===== src/rtl/rstcfg_pkg.sv =====
package rstcfg_pkg;

  localparam int MODE_W = 4;

  typedef struct packed {
    logic reserved;
    logic eeprom;
    logic multi;
    logic upFixed;
    logic upPort2;
  } modeFlags_t;

  typedef struct packed {
    logic capture;
    logic procClr;
    logic procEn;
    logic toutClr;
    logic toutEn;
  } seqStrobe_t;

  typedef enum logic [2:0] {
    ST_IDLE     = 3'd0,
    ST_PROC     = 3'd1,
    ST_LOADREQ  = 3'd2,
    ST_LOADWAIT = 3'd3,
    ST_HALT     = 3'd4,
    ST_RUN      = 3'd5,
    ST_FAULT    = 3'd6
  } seqState_t;

  function automatic modeFlags_t decodeMode(input logic [MODE_W-1:0] code);
    modeFlags_t f;
    f = '0;
    case (code)
      4'h0: ;
      4'h1: f.eeprom = 1'b1;
      4'h8: f.upFixed = 1'b1;
      4'h9: begin f.upFixed = 1'b1; f.upPort2 = 1'b1; end
      4'hA: begin f.eeprom = 1'b1; f.upFixed = 1'b1; end
      4'hB: begin f.eeprom = 1'b1; f.upFixed = 1'b1; f.upPort2 = 1'b1; end
      4'hC: f.multi = 1'b1;
      4'hD: begin f.multi = 1'b1; f.eeprom = 1'b1; end
      default: f.reserved = 1'b1;
    endcase
    return f;
  endfunction

endpackage


===== src/rtl/rstcfg_datapath.sv =====
module rstcfg_datapath
  import rstcfg_pkg::*;
#(
  parameter int SYNC_STAGES  = 2,
  parameter int PROC_CYCLES  = 8,
  parameter int LOAD_TIMEOUT = 1000
) (
  input  logic              clk,
  input  logic              globalRstN,
  input  logic [MODE_W-1:0] modeStrap,
  input  logic              freqSelStrap,
  input  logic              haltStrap,
  input  seqStrobe_t        strobe,
  output logic              rstSyncN,
  output logic              procDone,
  output logic              toutExpired,
  output modeFlags_t        modeFlags,
  output logic              haltReq,
  output logic              freq125
);

  localparam int PCW = $clog2(PROC_CYCLES + 1);
  localparam int TCW = $clog2(LOAD_TIMEOUT + 1);
  localparam logic [PCW-1:0] PROC_LAST = PCW'(PROC_CYCLES - 1);
  localparam logic [TCW-1:0] TOUT_LAST = TCW'(LOAD_TIMEOUT - 1);

  logic [SYNC_STAGES-1:0] syncQ;
  logic [PCW-1:0]         procCnt;
  logic [TCW-1:0]         toutCnt;

  // release synchroniser: asserts asynchronously, releases after SYNC_STAGES edges
  always_ff @(posedge clk or negedge globalRstN) begin
    if (!globalRstN) syncQ <= '0;
    else             syncQ <= {syncQ[SYNC_STAGES-2:0], 1'b1};
  end
  assign rstSyncN = syncQ[SYNC_STAGES-1];

  // one-time strap capture
  always_ff @(posedge clk or negedge globalRstN) begin
    if (!globalRstN) begin
      modeFlags <= '0;
      haltReq   <= 1'b0;
      freq125   <= 1'b0;
    end else if (strobe.capture) begin
      modeFlags <= decodeMode(modeStrap);
      haltReq   <= haltStrap;
      freq125   <= freqSelStrap;
    end
  end

  // fixed procedure length counter
  always_ff @(posedge clk or negedge globalRstN) begin
    if (!globalRstN)        procCnt <= '0;
    else if (strobe.procClr) procCnt <= '0;
    else if (strobe.procEn)  procCnt <= procCnt + 1'b1;
  end
  assign procDone = strobe.procEn && (procCnt == PROC_LAST);

  // loader wait timeout counter
  always_ff @(posedge clk or negedge globalRstN) begin
    if (!globalRstN)        toutCnt <= '0;
    else if (strobe.toutClr) toutCnt <= '0;
    else if (strobe.toutEn)  toutCnt <= toutCnt + 1'b1;
  end
  assign toutExpired = strobe.toutEn && (toutCnt == TOUT_LAST);

endmodule


===== src/rtl/rstcfg_ctrl.sv =====
module rstcfg_ctrl
  import rstcfg_pkg::*;
(
  input  logic       clk,
  input  logic       globalRstN,
  input  logic       rstSyncN,
  input  logic       procDone,
  input  logic       toutExpired,
  input  modeFlags_t modeFlags,
  input  logic       haltReq,
  input  logic       loaderDone,
  input  logic       haltClear,
  output seqStrobe_t strobe,
  output logic       coreRstN,
  output logic       mgmtBusEn,
  output logic       loaderStart,
  output logic       halted,
  output logic       modeError,
  output logic       loaderError
);

  seqState_t stateQ, stateD;
  logic      setModeErr, setLoadErr;

  always_comb begin
    stateD     = stateQ;
    strobe     = '0;
    setModeErr = 1'b0;
    setLoadErr = 1'b0;
    case (stateQ)
      ST_IDLE: begin
        if (rstSyncN) begin
          strobe.capture = 1'b1;
          strobe.procClr = 1'b1;
          stateD         = ST_PROC;
        end
      end
      ST_PROC: begin
        strobe.procEn = 1'b1;
        if (procDone) begin
          if (modeFlags.reserved) begin
            setModeErr = 1'b1;
            stateD     = ST_FAULT;
          end else if (modeFlags.eeprom) begin
            stateD = ST_LOADREQ;
          end else if (haltReq) begin
            stateD = ST_HALT;
          end else begin
            stateD = ST_RUN;
          end
        end
      end
      ST_LOADREQ: begin
        strobe.toutClr = 1'b1;
        stateD         = ST_LOADWAIT;
      end
      ST_LOADWAIT: begin
        strobe.toutEn = 1'b1;
        if (loaderDone) begin
          stateD = haltReq ? ST_HALT : ST_RUN;
        end else if (toutExpired) begin
          setLoadErr = 1'b1;
          stateD     = ST_FAULT;
        end
      end
      ST_HALT: begin
        if (haltClear) stateD = ST_RUN;
      end
      ST_RUN:   ;
      ST_FAULT: ;
      default:  stateD = ST_FAULT;
    endcase
  end

  always_ff @(posedge clk or negedge globalRstN) begin
    if (!globalRstN) begin
      stateQ      <= ST_IDLE;
      modeError   <= 1'b0;
      loaderError <= 1'b0;
    end else begin
      stateQ <= stateD;
      if (setModeErr) modeError   <= 1'b1;
      if (setLoadErr) loaderError <= 1'b1;
    end
  end

  assign coreRstN    = (stateQ == ST_RUN);
  assign mgmtBusEn   = (stateQ != ST_IDLE);
  assign loaderStart = (stateQ == ST_LOADREQ);
  assign halted      = (stateQ == ST_HALT) || (stateQ == ST_FAULT);

endmodule


===== src/rtl/rstcfg_sequencer.sv =====
module rstcfg_sequencer
  import rstcfg_pkg::*;
#(
  parameter int SYNC_STAGES  = 2,
  parameter int PROC_CYCLES  = 8,
  parameter int LOAD_TIMEOUT = 1000
) (
  input  logic       clk,
  input  logic       globalRstN,
  input  logic [3:0] modeStrap,
  input  logic       freqSelStrap,
  input  logic       haltStrap,
  input  logic       loaderDone,
  input  logic       haltClear,
  output logic       coreRstN,
  output logic       mgmtBusEn,
  output logic       loaderStart,
  output logic       halted,
  output logic       modeError,
  output logic       loaderError,
  output logic       eepromInit,
  output logic       multiPartition,
  output logic       upstreamFixed,
  output logic       upstreamIsPort2,
  output logic       clk125Sel
);

  seqStrobe_t strobe;
  modeFlags_t modeFlags;
  logic       rstSyncN, procDone, toutExpired, haltReq;

  rstcfg_datapath #(
    .SYNC_STAGES (SYNC_STAGES),
    .PROC_CYCLES (PROC_CYCLES),
    .LOAD_TIMEOUT(LOAD_TIMEOUT)
  ) u_dp (
    .clk         (clk),
    .globalRstN  (globalRstN),
    .modeStrap   (modeStrap),
    .freqSelStrap(freqSelStrap),
    .haltStrap   (haltStrap),
    .strobe      (strobe),
    .rstSyncN    (rstSyncN),
    .procDone    (procDone),
    .toutExpired (toutExpired),
    .modeFlags   (modeFlags),
    .haltReq     (haltReq),
    .freq125     (clk125Sel)
  );

  rstcfg_ctrl u_ctrl (
    .clk        (clk),
    .globalRstN (globalRstN),
    .rstSyncN   (rstSyncN),
    .procDone   (procDone),
    .toutExpired(toutExpired),
    .modeFlags  (modeFlags),
    .haltReq    (haltReq),
    .loaderDone (loaderDone),
    .haltClear  (haltClear),
    .strobe     (strobe),
    .coreRstN   (coreRstN),
    .mgmtBusEn  (mgmtBusEn),
    .loaderStart(loaderStart),
    .halted     (halted),
    .modeError  (modeError),
    .loaderError(loaderError)
  );

  assign eepromInit      = modeFlags.eeprom;
  assign multiPartition  = modeFlags.multi;
  assign upstreamFixed   = modeFlags.upFixed;
  assign upstreamIsPort2 = modeFlags.upPort2;

endmodule


===== config.mk =====
export PLATFORM = sky130hd
export DESIGN_NAME = rstcfg_sequencer
export DESIGN_NICKNAME = d
export VERILOG_FILES = /design/src/rtl/rstcfg_pkg.sv /design/src/rtl/rstcfg_datapath.sv /design/src/rtl/rstcfg_ctrl.sv /design/src/rtl/rstcfg_sequencer.sv
export SDC_FILE = /design/constraint.sdc
export NUM_CORES = 1
export LEC_CHECK = 0
export BUFFER_PORTS_ARGS = -buffer_cell sky130_fd_sc_hd__buf_2
export CAP_MARGIN = 20
export CORE_MARGIN = 1.5
export CORE_UTILIZATION = 55
export DETAILED_ROUTE_END_ITERATION = 12
export GPL_TIMING_DRIVEN = 0
export PLACE_DENSITY = 0.84
export SLEW_MARGIN = 0
export SYNTH_ARGS = -nofsm -noshare
export SYNTH_HDL_FRONTEND = slang
export SYNTH_SLANG_ARGS = --single-unit

===== constraint.sdc =====
create_clock -name clk -period 1.7 [get_ports clk]
set_input_delay 0.255 -clock clk [delete_from_list [all_inputs] [get_ports clk]]
set_output_delay 0.255 -clock clk [all_outputs]
set_load 0.02 [all_outputs]

==> impl_metrics.tcl, run 1 <==
set metrics [dict create \
    final_area_um2 1700 \
    diodes 0 \
    synthCells 153 \
    core.rowCount 18 \
    viasPerCell 5.85 \
    min_from "haltStrap" \
    ys_ff_latch 28 \
    fmax_mhz 596 \
    crit_path_max_incr_delay_ns 0.47 \
    cp_max_fo 3 \
    wl_um 3250 \
    global_route.overflow_total 0 \
    crit_start "u_ctrl.stateQ[1]$_DFFE_PN0P_" \
    cp_data_required_time_ns 1.44 \
    syn_area_um2 1430 \
    cts_buffers 3 \
    clock_latency_ns 0.33 \
    drtAntennaViolNets 0 \
    cp-start-kind "register" \
    async_flop_share_pct 100 \
    end_kind "output port" \
    synth_nets 165 \
    first_pass_iters 4 \
    port-buffer-count 20 \
    leakagePower_nw 0.750 \
    drv_cap 0 \
    yosys_warnings 0 \
    grt_pass1_wl_um 4990 \
    slew_viol_final 0 \
    critical_path_class "reg -> out" \
    nNetsFinal 195 \
    hold_depth 3 \
    clkTransAtPathRegs_ns 0.16 \
    power_density_nw_per_um2 676 \
    post_route_cells_drive_above_1_share_pct 22.5 \
    initial_core_util_pct 57.7 \
    clk_path_buf_depth 2 \
    setup_violations 0 \
    placed_cell_area_um2 1570 \
    ff2ff_path_depth 5 \
    routedWlPerCell_um 15.3 \
    skew_ns 0.0115 \
    post-synth-top-area-fraction_pct 49.0 \
    ir_drop_mv 0.508 \
    die_y_um 54.0 \
    stdcell_count 212 \
    arrival_ns 1.42 \
    first_iter_violations 30 \
    ys.flop_type "dfrtp_1" \
    status "finished clean" \
    power.total_mw 1.15 \
    ios 21 \
    whs_ns 0.0979 \
    worst_path_max_delay_cell "dfrtp_1" \
    cp_cell_sequence "nor3_1 -> inv_1 -> buf_2" \
    timing.final.crit_share_pct 98.7 \
    slew_headroom_pct 57.5 \
    hold_viol 0 \
    cts_tree "done" \
    die_w_um 54.0 \
    ys_seq_area_share_pct 49.0 \
    synth.distinct_cells 37 \
    holdCritPathClass "in -> reg" \
    fp.coreArea_um2 2480 \
    worst_pin_slew_ns 0.637 \
    placed_cells 203 \
    grt_pass1_vias 1190 \
    setup_tns_ns 0 \
    postSynthAreaPerCell_um2 9.35 \
    root_buffer "clkbuf_4" \
    synth_area_leaders "dfrtp_1 (49%), nand2_1 (8.1%), nor2_1 (3.7%)" \
    post-route-min-period_ns 1.68 \
    synth_edf_count 0 \
    grt_start_max_net_pins 29 \
    area_delta_synth_final_pct 18.9 \
    place_congestion 0.787 \
    n_fill_cell 188 \
    die-area_um2 2910 \
    drcViolationCount 0 \
    dpl.hpwl_um 2060 \
    grtUsageTotal_pct 23.8 \
    antenna_found_initial 0 \
    rsz0062_at_grt "yes" \
    htreeDepth 1 \
    vias 1240 \
    cts.sinks 28 \
    synth.largest_area_cell "dfrtp_1" \
    r2r_start "u_dp.procCnt[0]$_DFFE_PN0P_" \
]
## stage by stage
step | setup slack, ns | utilization, %
3_3_place_gp | 0.165 | 63.3
2_1_floorplan | 0.206 | -
5_1_grt | -0.0880 | 68.6
6_report | 0.0228 | 68.6
4_1_cts | 0.00768 | 67.0
3_5_place_dp | 0.0776 | 63.3
## critical path: cells and delay by family, from the launching register on
family        cells  cell delay, ns
buf+inv           2            0.27
simple gates      1            0.34
flops             1            0.47
## where the power goes
part           switching, mW  internal [mW]  total (mW)
sequential           0.00107          0.669       0.670
clock                  0.204          0.239       0.442
combinational         0.0251         0.0126      0.0377
total                  0.230          0.920        1.15
## Yosys cell counts (4+ instances only)
master and n:
inv_1 5, nor2_1 14, nand2_1 31, a21oi_1 6, mux2i_1 5, o31ai_1 4
nand3_1 5, dfrtp_1 28, nor3_1 7, o21ai_0 9
## registers in the layout, summed over array words and instances (netlist names)
| name | flops |
|---|---|
| u_dp.procCnt | 4 |
| u_ctrl.loaderError | 1 |
| u_dp.modeFlags | 5 |
| u_dp.toutCnt | 10 |
| u_dp.haltReq | 1 |
| u_dp.freq125 | 1 |
| u_ctrl.modeError | 1 |
| u_dp.syncQ | 2 |
| u_ctrl.stateQ | 3 |
## per-layer routing
metal	global-route usage (%)	wire length (um)	vias up
met4	7.92	32	0
met5	0	0	-
met2	45.5	1720	32
li1	-	-	596
met3	3.61	138	4
met1	26.5	1360	608
## layout by cell type, fill, tap and decap left out, types with 3 or more instances in the layout
cell,n
nand3_1,5
a21oi_1,6
buf_4,8
nor3_1,6
clkbuf_4,3
o31ai_1,4
buf_2,18
inv_1,5
dfrtp_1,28
nor2b_1,3
o21ai_0,9
a22o_1,3
nor2_1,13
buf_6,3
nand2_1,31
mux2i_1,5
## repair_timing
item | CTS | global route
setup endpoints to repair | 2 | 5
cloned | 0 | 0
hold endpoints to repair | 28 | 0
resized for setup | 8 | 2
setup buffers | 1 | 5
hold buffers | 1 | 0
## final timing paths
kind / to / slack, ns
max: mgmtBusEn / 0.02
min: u_dp.haltReq$_DFFE_PN0P_ / 0.1
max reg2reg: u_ctrl.stateQ[0]$_DFFE_PN0P_ / 0.11
min reg2reg: u_dp.syncQ[1]$_DFF_PN0_ / 0.37
max in group asynchronous: u_dp.toutCnt[6]$_DFFE_PN0P_ / 0.83
min in group asynchronous: u_dp.toutCnt[0]$_DFFE_PN0P_ / 0.46
## final cells by class
cell class              count  area [um2]  area share (%)
plain buffers               4        58.8            3.46
multi-input cells         114         672            39.5
flip-flops and latches     28         701            41.2
clock inverters             1        30.0            1.77
repair buffers             27         160            9.42
inverters                   5        18.8            1.10
clock buffers               3        22.5            1.32
well taps                  30        37.5            2.21
## cell families (layout without fill, tap and decap cells)
group / after synthesis / after routing / share of synthesized area (%)
compound gates: 32 / 32 / 15.1
buf+inv: 11 / 40 / 4.55
other cells: 1 / 1 / 0.262
simple gates: 71 / 71 / 24.0
mux: 5 / 5 / 3.50
flops: 28 / 28 / 49.0
fa+ha+maj: 2 / 2 / 1.75
xor+xnor: 3 / 3 / 1.84
Note: power is estimated with default switching activity, not from simulation.
==> run 2: changes to the inputs <==
--- a/config.mk
+++ b/config.mk
@@ -5,13 +5,14 @@
 export SDC_FILE = /design/constraint.sdc
 export NUM_CORES = 1
 export LEC_CHECK = 0
+export ABC_AREA = 1
 export BUFFER_PORTS_ARGS = -buffer_cell sky130_fd_sc_hd__buf_2
 export CAP_MARGIN = 20
 export CORE_MARGIN = 1.5
-export CORE_UTILIZATION = 55
+export CORE_UTILIZATION = 56
 export DETAILED_ROUTE_END_ITERATION = 12
 export GPL_TIMING_DRIVEN = 0
-export PLACE_DENSITY = 0.84
+export PLACE_DENSITY = 0.85
 export SLEW_MARGIN = 0
 export SYNTH_ARGS = -nofsm -noshare
 export SYNTH_HDL_FRONTEND = slang
==> run 2 against run 1 <==
Net effect:
- non-clock buffer count is 7 lower
- maximum frequency is 2.7% higher
- first-iteration DRC count is 20% higher
- synthesized cell count is 22% higher
- global-route usage is 2.9 points lower
- final cell count is 14% higher
- critical path type unchanged
==> impl_metrics.tcl, run 2 <==
set metrics [dict create \
    first_iter_violations 36 \
    fp.coreArea_um2 2520 \
    setup_violations 0 \
    die-area_um2 3050 \
    core.rowCount 18 \
    global_route.overflow_total 0 \
    nNetsFinal 224 \
    drcViolationCount 0 \
    skew_ns 0.00571 \
    ys_ff_latch 28 \
    ys.flop_type "dfrtp_1" \
    cp-start-kind "register" \
    routedWlPerCell_um 12.2 \
    critical_path_class "reg -> out" \
    area_delta_synth_final_pct 12.6 \
    dpl.hpwl_um 2190 \
    leakagePower_nw 0.879 \
    drv_cap 0 \
    post-synth-top-area-fraction_pct 45.9 \
    postSynthAreaPerCell_um2 8.21 \
    htreeDepth 1 \
    wl_um 2940 \
    slew_headroom_pct 59.1 \
    setup_tns_ns 0 \
    port-buffer-count 20 \
    grtUsageTotal_pct 20.9 \
    die_w_um 55.2 \
    syn_area_um2 1530 \
    final_common_cell "nand2_1" \
    worst_pin_slew_ns 0.614 \
    clock_latency_ns 0.33 \
    cp_data_required_time_ns 1.44 \
    cts_buffers 3 \
    critPathBufInv 2 \
    drtAntennaViolNets 0 \
    post_route_cells_drive_above_1_share_pct 25.6 \
    diodes 0 \
    yosys_warnings 0 \
    synth_nets 198 \
    die_y_um 55.2 \
    synth_area_leaders "dfrtp_1 (46%), nand2_1 (9.3%), inv_1 (5.7%)" \
    rsz0062_at_grt "no" \
    slew_viol_final 0 \
    status "finished clean" \
    synth_edf_count 0 \
    place_congestion 0.871 \
    worst_path_max_delay_cell "dfrtp_2" \
    cp_cell_sequence "inv_4 -> nand2_8 -> nor2_2 -> buf_4" \
    holdCritPathClass "in -> reg" \
    crit_start "u_ctrl.stateQ[2]$_DFFE_PN0P_" \
    ys_seq_area_share_pct 45.9 \
    crit_path_max_incr_delay_ns 0.49 \
    final_cell_mix "nand2_1 (38), dfrtp_1 (27), inv_1 (23), buf_2 (19), nor2_1 (15)" \
    hold_viol 0 \
    synth_common_cells "nand2_1 (38), dfrtp_1 (28), inv_1 (23)" \
    fmax_mhz 612 \
    grt_pass1_vias 1277 \
    timing.final.crit_share_pct 96.1 \
    post-route-min-period_ns 1.63 \
    post_cts_buffers 0 \
    clk_path_buf_depth 2 \
    synthCells 186 \
    ios 21 \
    vias 1271 \
    largestRegisters "u_dp.toutCnt x10, u_dp.modeFlags x5, u_dp.procCnt x4" \
    synth.largest_area_cell "dfrtp_1" \
    r2r_start "u_dp.procCnt[1]$_DFFE_PN0P_" \
    grt_start_max_net_pins 29 \
    clkTransAtPathRegs_ns 0.15 \
    first_pass_iters 4 \
    power_density_nw_per_um2 1250 \
    min_from "haltStrap" \
    root_buffer "clkbuf_4" \
    async_flop_share_pct 100 \
    pre_cts_ws_ns 0.295 \
    arrival_ns 1.38 \
    synth.most_common_cell "nand2_1" \
    end_kind "output port" \
    largest-register "u_dp.toutCnt" \
    grt_pass1_wl_um 5310 \
    ir_drop_mv 0.966 \
    cp_top_family "flip-flops" \
    cp_max_fo 5 \
    antenna_found_initial 0 \
    largest_reg_flops 10 \
    cts_tree "done" \
    fin_ws_ns 0.0665 \
    synth.distinct_cells 32 \
    cts.sinks 28 \
    viasPerCell 5.27 \
    initial_core_util_pct 60.6 \
]
## run 2: cell count changes after synthesis, sizes merged, moves of 6 or more
cell	change
inv	+24
nand2	+12
nor2	+11
o21ai	+8
a21oi	+6
## run 2: path summary, 6_finish.rpt
kind | end | slack [ns] | depth (start not counted)
min | u_dp.haltReq$_DFFE_PN0P_ | 0.12 | 3
max | loaderStart | 0.07 | 4
max in group asynchronous | u_ctrl.stateQ[2]$_DFFE_PN0P_ | 0.82 | 2
min reg2reg | u_dp.syncQ[1]$_DFF_PN0_ | 0.37 | 0
max reg2reg | u_ctrl.stateQ[1]$_DFFE_PN0P_ | 0.25 | 8
min in group asynchronous | u_dp.toutCnt[9]$_DFFE_PN0P_ | 0.45 | 2
## run 2: layout make-up
cell class                      instances  area [um2]
Multi-Input combinational cell        126         682
Tap cell                               30        37.5
Timing Repair Buffer                   21         113
Clock buffer                            4        36.3
Buffer                                  3        33.8
Inverter                               29         116
Sequential cell                        28         702
Fill cell                             204         802
## run 2: repair_timing
item	4_1_cts	5_1_grt
gates resized for setup	1	3
setup endpoints to repair	1	2
hold endpoints to repair	28	0
hold buffers	1	0
## run 2: through the flow
stage          area (um2)  utilization [%]  hold WS (ns)  std cells  power (mW)
4_1_cts              1710             68.0         0.106        241        2.15
3_5_place_dp         1670             66.0         0.309        236        1.82
5_1_grt              1720             68.2         0.114        241        2.31
6_report             1720             68.2         0.116        241        2.15
2_1_floorplan        1530                -       -0.0406        186        1.60
3_3_place_gp         1670             66.0         0.290        236        1.78
## run 2: report_power, final
| part | switching (mW) | internal (mW) |
|---|---|---|
| logic | 0.549 | 0.329 |
| registers | 0.124 | 0.828 |
| clock network | 0.193 | 0.131 |
## run 2: per-layer routing
metal	vias up	GRT usage, %	wire length (um)
li1	647	-	-
met1	601	28.6	1400
met2	21	34.9	1430
met3	2	3.04	84
met4	0	5.23	17
met5	-	0	0
## run 2: kinds of logic after synthesis
family | after synthesis | share of synthesized area [%]
AND/OR/NAND/NOR | 87 | 28.5
AO/OA/AOI/OAI | 36 | 13.9
adder cells (fa/ha/maj) | 2 | 1.64
flip-flops | 28 | 45.9
other | 1 | 0.245
buffers and inverters | 32 | 9.83
## run 2: worst min-delay path: stages
cell and delay [ns]:
buf_2 0.07, nand2_1 0.04, nand2_1 0.05
==> run 3: changes to the inputs <==
--- a/config.mk
+++ b/config.mk
@@ -8,11 +8,14 @@
 export ABC_AREA = 1
 export BUFFER_PORTS_ARGS = -buffer_cell sky130_fd_sc_hd__buf_2
 export CAP_MARGIN = 20
+export CELL_PAD_IN_SITES_DETAIL_PLACEMENT = 0
+export CELL_PAD_IN_SITES_GLOBAL_PLACEMENT = 2
+export CORE_ASPECT_RATIO = 2
 export CORE_MARGIN = 1.5
-export CORE_UTILIZATION = 56
+export CORE_UTILIZATION = 33
 export DETAILED_ROUTE_END_ITERATION = 12
 export GPL_TIMING_DRIVEN = 0
-export PLACE_DENSITY = 0.85
+export PLACE_DENSITY = 0.84
 export SLEW_MARGIN = 0
 export SYNTH_ARGS = -nofsm -noshare
 export SYNTH_HDL_FRONTEND = slang
==> run 3 against run 2 <==
Net effect:
- the flow now finishes with violations (hold timing)
- die area is 66% higher
- clock-buffer cell count shrank 1
- routed wire length rose by 12%
- via count shrank 0.94%
- non-clock buffer count fell by 1
- largest power group unchanged
==> impl_metrics.tcl, run 3 (same netlist as run 2, synthesis figures left out) <==
set metrics [dict create \
    grt.busiest_layer "met2" \
    antenna_found_initial 0 \
    port-buffer-count 20 \
    status "finished with violations" \
    post_cts_buffers 0 \
    clock_latency_ns 0.28 \
    clk_path_buf_depth 2 \
    grt_pass1_wl_um 5890 \
    cts_buffers 3 \
    use_met3_pct 2.10 \
    setup_tns_ns 0 \
    area_delta_synth_final_pct 15.8 \
    ir_drop_mv 0.777 \
    final_cell_mix "nand2_1 (38), dfrtp_1 (28), inv_1 (23), buf_2 (20), nor2_1 (16)" \
    fp.coreArea_um2 4380 \
    cp_data_required_time_ns 1.44 \
    r2r_start "u_dp.procCnt[0]$_DFFE_PN0P_" \
    drcViolationCount 0 \
    hold_viol 16 \
    cts-hold-fix-buffers 0 \
    grt_pass1_vias 1296 \
    root_buffer "clkbuf_8" \
    power.share.combinational_pct 36.8 \
    post_route_cells_drive_above_1_share_pct 24.8 \
    nNetsFinal 223 \
    holdCritPathClass "in -> async" \
    r2r_setup_slack_ns 0.30 \
    pre_cts_ws_ns 0.303 \
    htreeDepth 1 \
    end_kind "output port" \
    slew_headroom_pct 56.7 \
    wl_um 3280 \
    grt_start_max_net_pins 29 \
    largestRegisters "u_dp.toutCnt x10, u_dp.modeFlags x5, u_dp.procCnt x4" \
    dpl.hpwl_um 2570 \
    arrival_ns 1.36 \
    stdcell_count 264 \
    first_pass_iters 4 \
    die_w_um 51.1 \
    die_y_um 99.2 \
    internal_power_mw 1.47 \
    r2r-end "u_ctrl.stateQ[1]$_DFFE_PN0P_" \
    worst_pin_slew_ns 0.649 \
    cts.sinks 28 \
    grtUsageTotal_pct 15.3 \
    first_iter_violations 13 \
    critical_path_class "reg -> out" \
    fin_ws_ns 0.0847 \
    timing.final.crit_share_pct 95.0 \
    diodes 0 \
    largest_reg_flops 10 \
    p_sw_share_pct 37.6 \
    drtAntennaViolNets 0 \
    die-area_um2 5070 \
    cts_tree "done" \
    cp_max_fo 5 \
    power_density_nw_per_um2 1330 \
    n_fill_cell 458 \
    final_common_cell "nand2_1" \
    post-route-min-period_ns 1.62 \
    grt_use_met2_pct 28.4 \
    routedWlPerCell_um 12.4 \
    p_switching_mw 0.884 \
    vias 1259 \
    ios 21 \
    skew_ns 0.0112 \
    place_congestion 0.805 \
    violations "hold timing" \
    slew_viol_final 0 \
    clkTransAtPathRegs_ns 0.10 \
    power_frac_seq_pct 40.6 \
    initial_core_util_pct 34.9 \
    global_route.overflow_total 0 \
    core.rowCount 34 \
    placed_cells 260 \
    multiInputGateArea_um2 679 \
    power.total_mw 2.35 \
    p_clk_share_pct 22.6 \
    viasPerCell 4.77 \
    ff2ff_path_depth 8 \
    use_met1_pct 16.6 \
    regArea_um2 701 \
    whs_ns -0.0160 \
    rsz0062_at_grt "no" \
    cp-start-kind "register" \
    drv_cap 0 \
    largest-register "u_dp.toutCnt" \
    fmax_mhz 619 \
    setup_violations 0 \
    leakagePower_nw 0.890 \
    final_core_util_pct 40.4 \
]
-- run 3: changes by cell type in the layout (fill, tap and decap cells not counted), sizes merged --
cell and change:
bufinv +1, dlygate4sd3 -1, clkbuf -1
-- run 3: worst max-delay path by stage --
stage / from / to / slack, ns / cells after the start
4_1_cts: u_ctrl.stateQ[2]$_DFFE_PN0P_ / loaderStart / 0.08 / 4
2_1_floorplan: u_ctrl.stateQ[2]$_DFFE_PN0P_ / u_dp.toutCnt[6]$_DFFE_PN0P_ / 0.33 / 6
5_1_grt: u_ctrl.stateQ[0]$_DFFE_PN0P_ / coreRstN / 0.007 / 6
6_report: u_ctrl.stateQ[2]$_DFFE_PN0P_ / loaderStart / 0.08 / 4
3_3_place_gp: u_dp.toutCnt[0]$_DFFE_PN0P_ / u_ctrl.stateQ[0]$_DFFE_PN0P_ / 0.31 / 8
3_5_place_dp: u_dp.procCnt[0]$_DFFE_PN0P_ / u_ctrl.stateQ[1]$_DFFE_PN0P_ / 0.30 / 8
-- run 3: timing repair --
action,4_1_cts,5_1_grt
gates resized for setup,1,0
setup endpoints to repair,1,0
endpoints found under the hold margin,0,0
-- run 3: cell type report --
class	count	share of cell area [%]
repair buffers	20	5.66
multi-input cells	126	38.4
clock buffers	3	2.33
plain buffers	3	1.91
flip-flops and latches	28	39.6
clock inverters	1	1.70
well taps	54	3.82
inverters	29	6.58
-- run 3: worst max-delay path, stage by stage, from the launching register on --
cell     delay, ns
dfrtp_1       0.47
inv_4         0.15
nand2_8       0.08
nor2_2        0.18
buf_2         0.20
-- run 3: power by group through the flow --
stage / combinational [mW] / clock [mW] / sequential (mW)
after global routing: 1.00 / 0.565 / 0.982
final: 0.865 / 0.531 / 0.956
after detailed placement: 0.880 / 0 / 0.971
after floorplan: 0.589 / 0 / 1.01
after global placement: 0.862 / 0 / 0.961
after CTS: 0.882 / 0.546 / 0.959
-- run 3: per-layer routing --
metal	wire, um	up-vias	share of wire [%]
met2	1800	24	55
met3	108	5	3.3
met4	69	0	2.1
met1	1300	586	40
met5	0	-	0
li1	-	644	-
-- run 3: through the flow --
stage	area, um2	hold slack (ns)
final	1770	-0.0160
after global routing	1770	0.0364
after CTS	1770	0.0103
after detailed placement	1700	0.324
after global placement	1700	0.312
after floorplan	1530	-0.0406
